===== src/rtl/flash_cmd_pkg.sv =====
package flash_cmd_pkg;
  typedef enum logic [1:0] {
    MODE_READ = 2'd0,
    MODE_ID   = 2'd1,
    MODE_BYP  = 2'd2
  } mode_e;

  typedef enum logic [3:0] {
    ST_IDLE, ST_UNL1, ST_UNL2, ST_PGM,
    ST_ERS, ST_ERS_UNL1, ST_ERS_UNL2,
    ST_BYP_PGM, ST_BYP_EXIT
  } step_e;

  localparam int CMD_N    = 4;
  localparam int CMD_RST  = 0;
  localparam int CMD_PGM  = 1;
  localparam int CMD_CHIP = 2;
  localparam int CMD_BLK  = 3;

  localparam int CMP_W = 11;
  localparam logic [CMP_W-1:0] ADR_KEY1 = 11'h555;
  localparam logic [CMP_W-1:0] ADR_KEY2 = 11'h2AA;

  localparam logic [7:0] D_KEY1  = 8'hAA;
  localparam logic [7:0] D_KEY2  = 8'h55;
  localparam logic [7:0] D_ID    = 8'h90;
  localparam logic [7:0] D_PGM   = 8'hA0;
  localparam logic [7:0] D_BYP   = 8'h20;
  localparam logic [7:0] D_ERS   = 8'h80;
  localparam logic [7:0] D_CHIP  = 8'h10;
  localparam logic [7:0] D_BLK   = 8'h30;
  localparam logic [7:0] D_RST   = 8'hF0;
  localparam logic [7:0] D_BEXIT = 8'h00;

  localparam logic [7:0] ID_MFR = 8'h20;
  localparam logic [7:0] ID_DEV = 8'h23;
endpackage


===== src/rtl/flash_cmd_blkprot.sv =====
module flash_cmd_blkprot #(
  parameter int ADDR_W = 17,
  parameter int NBLK   = 8
) (
  input  logic [ADDR_W-1:0] addr,
  input  logic [NBLK-1:0]   prot_mask,
  output logic              prot
);
  localparam int BLK_W = $clog2(NBLK);
  logic [BLK_W-1:0] blk;

  assign blk  = addr[ADDR_W-1 -: BLK_W];
  assign prot = prot_mask[blk];
endmodule


===== src/rtl/flash_cmd_seq.sv =====
module flash_cmd_seq
  import flash_cmd_pkg::*;
#(
  parameter int ADDR_W = 17,
  parameter int DATA_W = 8
) (
  input  logic              clk,
  input  logic              rst_n,
  input  logic              wr_valid,
  input  logic [ADDR_W-1:0] wr_addr,
  input  logic [DATA_W-1:0] wr_data,
  input  logic              busy,
  input  logic              tgt_prot,
  output logic              cmd_valid,
  output logic [CMD_N-1:0]  cmd_kind,
  output logic [ADDR_W-1:0] cmd_addr,
  output logic [DATA_W-1:0] cmd_data,
  output mode_e             mode
);
  step_e             step_q, step_n;
  mode_e             mode_q, mode_n;
  logic [CMD_N-1:0]  kind_n, kind_q;
  logic [ADDR_W-1:0] addr_q;
  logic [DATA_W-1:0] data_q;
  logic              accept, at_key1, at_key2;

  assign accept  = wr_valid & ~busy;
  assign at_key1 = (wr_addr[CMP_W-1:0] == ADR_KEY1);
  assign at_key2 = (wr_addr[CMP_W-1:0] == ADR_KEY2);

  always_comb begin
    step_n = step_q;
    mode_n = mode_q;
    kind_n = '0;
    if (accept) begin
      step_n = ST_IDLE;
      mode_n = MODE_READ;
      unique case (step_q)
        ST_IDLE: begin
          if (mode_q == MODE_BYP) begin
            if (wr_data == D_PGM) begin
              step_n = ST_BYP_PGM;
              mode_n = MODE_BYP;
            end else if (wr_data == D_ID) begin
              step_n = ST_BYP_EXIT;
              mode_n = MODE_BYP;
            end
          end else if (wr_data == D_RST) begin
            kind_n[CMD_RST] = 1'b1;
          end else if (wr_data == D_KEY1 && at_key1) begin
            step_n = ST_UNL1;
            mode_n = mode_q;
          end
        end
        ST_UNL1: if (wr_data == D_KEY2 && at_key2) begin
          step_n = ST_UNL2;
          mode_n = mode_q;
        end
        ST_UNL2: begin
          if (wr_data == D_RST) kind_n[CMD_RST] = 1'b1;
          else if (at_key1) begin
            if (wr_data == D_ID)       mode_n = MODE_ID;
            else if (wr_data == D_PGM) step_n = ST_PGM;
            else if (wr_data == D_BYP) mode_n = MODE_BYP;
            else if (wr_data == D_ERS) step_n = ST_ERS;
          end
        end
        ST_PGM: kind_n[CMD_PGM] = ~tgt_prot;
        ST_ERS: if (wr_data == D_KEY1 && at_key1) step_n = ST_ERS_UNL1;
        ST_ERS_UNL1: if (wr_data == D_KEY2 && at_key2) step_n = ST_ERS_UNL2;
        ST_ERS_UNL2: begin
          if (wr_data == D_CHIP && at_key1) kind_n[CMD_CHIP] = 1'b1;
          else if (wr_data == D_BLK)        kind_n[CMD_BLK]  = 1'b1;
        end
        ST_BYP_PGM: begin
          kind_n[CMD_PGM] = ~tgt_prot;
          mode_n          = MODE_BYP;
        end
        ST_BYP_EXIT: mode_n = MODE_READ;
        default: ;
      endcase
    end
  end

  always_ff @(posedge clk or negedge rst_n) begin
    if (!rst_n) begin
      step_q <= ST_IDLE;
      mode_q <= MODE_READ;
      kind_q <= '0;
    end else begin
      step_q <= step_n;
      mode_q <= mode_n;
      kind_q <= kind_n;
    end
  end

  always_ff @(posedge clk or negedge rst_n) begin
    if (!rst_n) begin
      addr_q <= '0;
      data_q <= '0;
    end else if (accept) begin
      addr_q <= wr_addr;
      data_q <= wr_data;
    end
  end

  assign cmd_valid = |kind_q;
  assign cmd_kind  = kind_q;
  assign cmd_addr  = addr_q;
  assign cmd_data  = data_q;
  assign mode      = mode_q;
endmodule


===== src/rtl/flash_cmd_idread.sv =====
module flash_cmd_idread
  import flash_cmd_pkg::*;
(
  input  mode_e       mode,
  input  logic [1:0]  rd_sel,
  input  logic        rd_prot,
  output logic [7:0]  id_data
);
  always_comb begin
    id_data = 8'h00;
    if (mode == MODE_ID) begin
      unique case (rd_sel)
        2'b00:   id_data = ID_MFR;
        2'b01:   id_data = ID_DEV;
        2'b10:   id_data = {7'd0, rd_prot};
        default: id_data = 8'h00;
      endcase
    end
  end
endmodule


===== src/rtl/flash_cmd_decoder.sv =====
module flash_cmd_decoder
  import flash_cmd_pkg::*;
#(
  parameter int ADDR_W = 17,
  parameter int DATA_W = 8,
  parameter int NBLK   = 8
) (
  input  logic              clk,
  input  logic              rst_n,
  input  logic              wr_valid,
  input  logic [ADDR_W-1:0] wr_addr,
  input  logic [DATA_W-1:0] wr_data,
  input  logic              busy,
  input  logic [NBLK-1:0]   prot_mask,
  input  logic [ADDR_W-1:0] rd_addr,
  output logic              cmd_valid,
  output logic [CMD_N-1:0]  cmd_kind,
  output logic [ADDR_W-1:0] cmd_addr,
  output logic [DATA_W-1:0] cmd_data,
  output logic [1:0]        mode,
  output logic [7:0]        id_data
);
  logic [1:0] rst_sync;
  logic       core_rst_n, wr_prot, rd_prot;
  mode_e      mode_cur;

  always_ff @(posedge clk or negedge rst_n) begin
    if (!rst_n) rst_sync <= 2'b00;
    else        rst_sync <= {rst_sync[0], 1'b1};
  end
  assign core_rst_n = rst_sync[1];

  flash_cmd_blkprot #(.ADDR_W(ADDR_W), .NBLK(NBLK)) u_wprot (
    .addr(wr_addr), .prot_mask(prot_mask), .prot(wr_prot));

  flash_cmd_blkprot #(.ADDR_W(ADDR_W), .NBLK(NBLK)) u_rprot (
    .addr(rd_addr), .prot_mask(prot_mask), .prot(rd_prot));

  flash_cmd_seq #(.ADDR_W(ADDR_W), .DATA_W(DATA_W)) u_seq (
    .clk(clk), .rst_n(core_rst_n), .wr_valid(wr_valid), .wr_addr(wr_addr),
    .wr_data(wr_data), .busy(busy), .tgt_prot(wr_prot),
    .cmd_valid(cmd_valid), .cmd_kind(cmd_kind), .cmd_addr(cmd_addr),
    .cmd_data(cmd_data), .mode(mode_cur));

  flash_cmd_idread u_id (
    .mode(mode_cur), .rd_sel(rd_addr[1:0]), .rd_prot(rd_prot),
    .id_data(id_data));

  assign mode = mode_cur;
endmodule


===== config.mk =====
export PLATFORM = sky130hd
export DESIGN_NAME = flash_cmd_decoder
export DESIGN_NICKNAME = d
export VERILOG_FILES = /design/src/rtl/flash_cmd_pkg.sv /design/src/rtl/flash_cmd_blkprot.sv /design/src/rtl/flash_cmd_seq.sv /design/src/rtl/flash_cmd_idread.sv /design/src/rtl/flash_cmd_decoder.sv
export SDC_FILE = /design/constraint.sdc
export NUM_CORES = 1
export LEC_CHECK = 0
export ABC_AREA = 1
export BUFFER_PORTS_ARGS = -buffer_cell sky130_fd_sc_hd__buf_2
export CORE_MARGIN = 10
export CORE_UTILIZATION = 25
export DETAILED_ROUTE_END_ITERATION = 6
export GPL_ROUTABILITY_DRIVEN = 0
export MAX_ROUTING_LAYER = met4
export PLACE_DENSITY = 0.58
export SLEW_MARGIN = 20
export SYNTH_ARGS = -nofsm -noshare
export SYNTH_HDL_FRONTEND = slang
export SYNTH_HIERARCHICAL = 1
export SYNTH_SLANG_ARGS = --single-unit

===== constraint.sdc =====
create_clock -name clk -period 1.3 [get_ports clk]
set_clock_uncertainty 0.2 [all_clocks]
set_input_delay 0.325 -clock clk [delete_from_list [all_inputs] [get_ports clk]]
set_output_delay 0.325 -clock clk [all_outputs]
set_load 0.01 [all_outputs]

# Yosys cells after proc, flatten, opt, wreduce, memory -nomap -nowiden

Cells that the tools add are included.
Widths: inputs -> output; s select.

Register bits after elaboration: 37
Output and inout bits: 40

Bitwise operators: 3
Reduce and logical (&&, ||, !) cells: 8
Mux-type cells: 42
$lt $le $gt $ge: 2
Equal/unequal tests: 24

Operators by type and width:

| operator             | count |
|---|---|
| $eq 8x8->1 const B   | 5 |
| $mux 4               | 9 |
| $mux 2               | 13 |
| $pmux 4 s5           | 1 |
| $pmux 6 s3           | 1 |
| $eq 4x3->1 const B   | 4 |
| $eq 8x6->1 const B   | 2 |
| $mux 3               | 4 |
| $eq 11x10->1 const B | 1 |
| $eq 11x11->1 const B | 1 |
| $mux 1               | 9 |
| $eq 4x2->1 const B   | 2 |
| $eq 8x5->1 const B   | 1 |
| $eq 8x7->1 const B   | 1 |
| $lt 3x4->1 const B   | 2 |
| $mux 8               | 1 |
| $pmux 2 s4           | 1 |
| $bmux 1 s3           | 2 |
| $eq 2x1->1 const B   | 2 |
| $eq 2x2->1 const B   | 2 |
| $eq 4x1->1 const B   | 1 |
| $logic_not 4->1      | 1 |
| $ne 4x2->1 const B   | 1 |
| $reduce_or 4->1      | 1 |
| 8 further kinds      | 11 |

# Depth between registers and ports, before layout

Depth in word-level cells: 8
Depth in mapped cells: 10

# By module

The synthesis kept the hierarchy.

Modules (own cells, without submodules):

| module            | area each (µm²) | cells an instance | seq. area each (µm²) | instances |
|---|---|---|---|---|
| flash_cmd_seq     | 1761.7          | 236               | 875.8                | 1 |
| flash_cmd_blkprot | 110.1           | 28                | 0.0                  | 2 |
| flash_cmd_idread  | 83.8            | 15                | 0.0                  | 1 |
| flash_cmd_decoder | 53.8            | 3                 | 50.0                 | 1 |

# Worst setup path after synthesis

No wires, ideal clock.

Path type: flip-flop to output port
Start: reg u_seq.kind_q[1], in the netlist u_seq/cmd_kind[1]
End: out cmd_valid
Cell stages (with the launch flop): 2
Buffers on the path: 0
Setup slack: -193 ps
Data required time: 775 ps
Data arrival time: 968 ps
Cells stage by stage: dfrtp_1 -> or4_1

Cells in the longest elaborated chain, start to end: 1

Ends and longest elaborated chain:

| item                   | RTL line                | text |
|---|---|---|
| start, declared        | flash_cmd_seq.sv:22     | `logic [CMD_N-1:0] kind_n, kind_q;` |
| start signal, assigned | flash_cmd_seq.sv:93     | `kind_q <= kind_n;` |
| $reduce_or 4->1        | flash_cmd_seq.sv:107    | `assign cmd_valid = \|kind_q;` |
| end, declared          | flash_cmd_decoder.sv:16 | `output logic cmd_valid,` |

Every way passes these cells.

# Worst setup path in the final report

Same ends and word-level chain as after synthesis.

==> out/metrics.yaml <==
fin_area_um2: 3650
tritoncts: "yes"
drive_gt1_share_pct: 48.7
nets: 510
hold_viol: 0
ir_drop_mv: 0.503
crit_arrival_ns: 1.33
yosysUniqueCellTypes: 29
clock_latency_ns: 0.28
setup_violations: 44
initial_core_util_pct: 25.8
cts.root.buffer_cell: "clkbuf_8"
syn-mean-instance-area_um2: 6.84
grt_max_degree: 30
startpoint_type: "register"
firstDrtPassIters: 4
fill_cells: 811
path_cells: "or4_4 > buf_6"
power.density_nw_per_um2: 762
rsz0062_at_grt: "true"
synth_area_um2: 2120
drc: 0
clk_pin_slew_ns: 0.08
multi_input_area_um2: 1210
critPathMaxFanout: 2
max_clock_freq_mhz: 540
cts_buffers: 5
track_usage_pct: 10.9
synth.most_common_cell: "nand2_1"
grt_pass1_wl_um: 11300
synth-edff-count: 0
wl_per_cell_um: 12.9
cts_max_level: 2
p_leak_uw: 0.00199
ys_warn_count: 6
yosys.area.top_type: "dfrtp_1"
cpPeakStageDelay_ns: 0.53
async_flop_share_pct: 100
ant_nets: 0
setup_ws_ns: -0.551
slew_violations: 0
pre_cts_ws_ns: -0.414
drt-met1-wl_um: 3140
core-area_um2: 8220
synthesis.instances: 310
yosysTopAreaCellShare_pct: 43.7
slowest_stage: "or4_4"
synth_seq_cells: 37
drv_cap: 0
highest_layer: "met4"
drt_iter0_markers: 84
regArea_um2: 927
wl_um: 7260
run_status: "complete, but fails checks"
die_area_um2: 12600
cp.required_ns: 0.77
fin_crit_ns: 1.85
routed_via_density: 4.25
rrSetupSlack_ns: -0.24
cts_sinks: 37
die_h_um: 112
dr_wl_met3_um: 321
antenna_cells: 0
postPlaceCellArea_um2: 2990
vias: 2382
critPathBufInv: 1
hold_path_class: "reg2async"
synth_common_cells: "nand2_1, inv_1, dfrtp_1"
grt_antenna_before_repair: 0
rows: 33
ys.flop_type: "dfrtp_1"
route.met2.wl_um: 3760
crit_type: "reg2out"
pin_count: 94
area.growth.synth_to_final_pct: 72.4
dp_hpwl_um: 5520
clock_path_buffers: 2
port_buffers: 76
die_w_um: 112
ys_seq_area_share_pct: 43.7
power_uw: 2780
path_delay_family: "simple AND/OR/NAND/NOR gates"
grt-ovfl-total: 0
fin_crit_sh_pct: 142
grt_pass1_vias: 2463
end_kind: "output pin"
violations: "negative setup slack"
synth.area.top_cells: "dfrtp_1, nand2_1, inv_1"
final timing paths:
check / startpoint / endpoint / cells after the start
setup reg to reg: u_seq/step_q[3]$_DFFE_PN0P_ / u_seq/mode[1]$_DFFE_PN0P_ / 10
hold reg to reg: rst_sync[1]$_DFF_PN0_ / u_seq/step_q[0]$_DFFE_PN0P_ / 1
setup / recovery: u_seq/cmd_kind[1]$_DFF_PN0_ / cmd_valid / 2
min in group clk: wr_addr[13] / u_seq/cmd_addr[13]$_DFFE_PN0P_ / 3
hold / removal: rst_sync[1]$_DFF_PN0_ / u_seq/step_q[0]$_DFFE_PN0P_ / 1
max in group asynchronous: rst_n / rst_sync[1]$_DFF_PN0_ / 2
placed cells by master, fill, tap and decap left out, drive strengths merged:
master	Yosys	routed
o22ai	1	1
dlygate4sd3	0	1
or4	1	1
conb	2	6
a211oi	1	1
nand2	122	122
buf	7	145
nand4	1	1
nor4	4	4
or2	1	1
dfrtp	37	37
nand3b	1	1
clkbuf	4	6
nor2	28	28
nand3	21	21
inv	51	51
nor3	5	5
clkinv	1	2
o21ai	19	19
a21oi	3	3
worst reg2reg max path, cell delays in order, from the launching register on:
cell and delay, ns:
dfrtp_1 0.42, nor2_4 0.15, inv_2 0.09, nor2_4 0.09, nand2_2 0.07, nor2_2 0.11
nand2_2 0.09, nand3_4 0.08, inv_1 0.04, nand2_1 0.05, nand2_1 0.04
state kept, by name (all words and copies together) (netlist names):
signal	flops
u_seq/cmd_addr	17
rst_sync	2
u_seq/cmd_kind	4
u_seq/cmd_data	8
u_seq/step_q	4
u_seq/mode	2
final cells by class:
class | count | share of cell area [%]
inverters | 52 | 6.23
flip-flops and latches | 37 | 25.4
well taps | 105 | 3.60
repair buffers | 146 | 29.6
clock inverters | 1 | 0.137
multi-input cells | 214 | 33.0
clock buffers | 6 | 1.99
through the flow:
stage / hold WS, ns / cells / util [%] / setup TNS [ns]
after floorplan: -0.171 / 314 / - / -0.508
after global placement: -0.0864 / 534 / 36.4 / -7.50
after detailed placement: -0.0849 / 534 / 36.4 / -7.86
after CTS: 0.0235 / 550 / 41.0 / -4.14
after global routing: 0.0397 / 561 / 44.5 / -6.43
final: 0.0330 / 561 / 44.5 / -4.27
cell families after synthesis:
logic type | Yosys count | share of synthesized area, %
other cells | 2 | 0.354
compound gates | 24 | 6.08
buf+inv | 63 | 12.7
simple gates | 184 | 37.2
flops | 37 | 43.7
power breakdown:
part / internal [uW] / switching [uW] / total, uW
clock: 365 / 400 / 765
combinational: 345 / 362 / 707
sequential: 1250 / 60.7 / 1310
per-layer routing:
layer	vias up	GRT usage (%)
met4	0	2.28
met2	53	19.1
met1	1102	12.4
li1	1223	-
met3	4	2.50
met5	-	-
what timing repair did:
action                                 CTS  global route
setup endpoints to repair               44            45
gates resized for setup                 60            47
hold buffers                             1             0
endpoints found under the hold margin    2             0
pin swaps                               23            20
buffers inserted                         9            12
No activity file was read; power rests on OpenSTA's default activity.
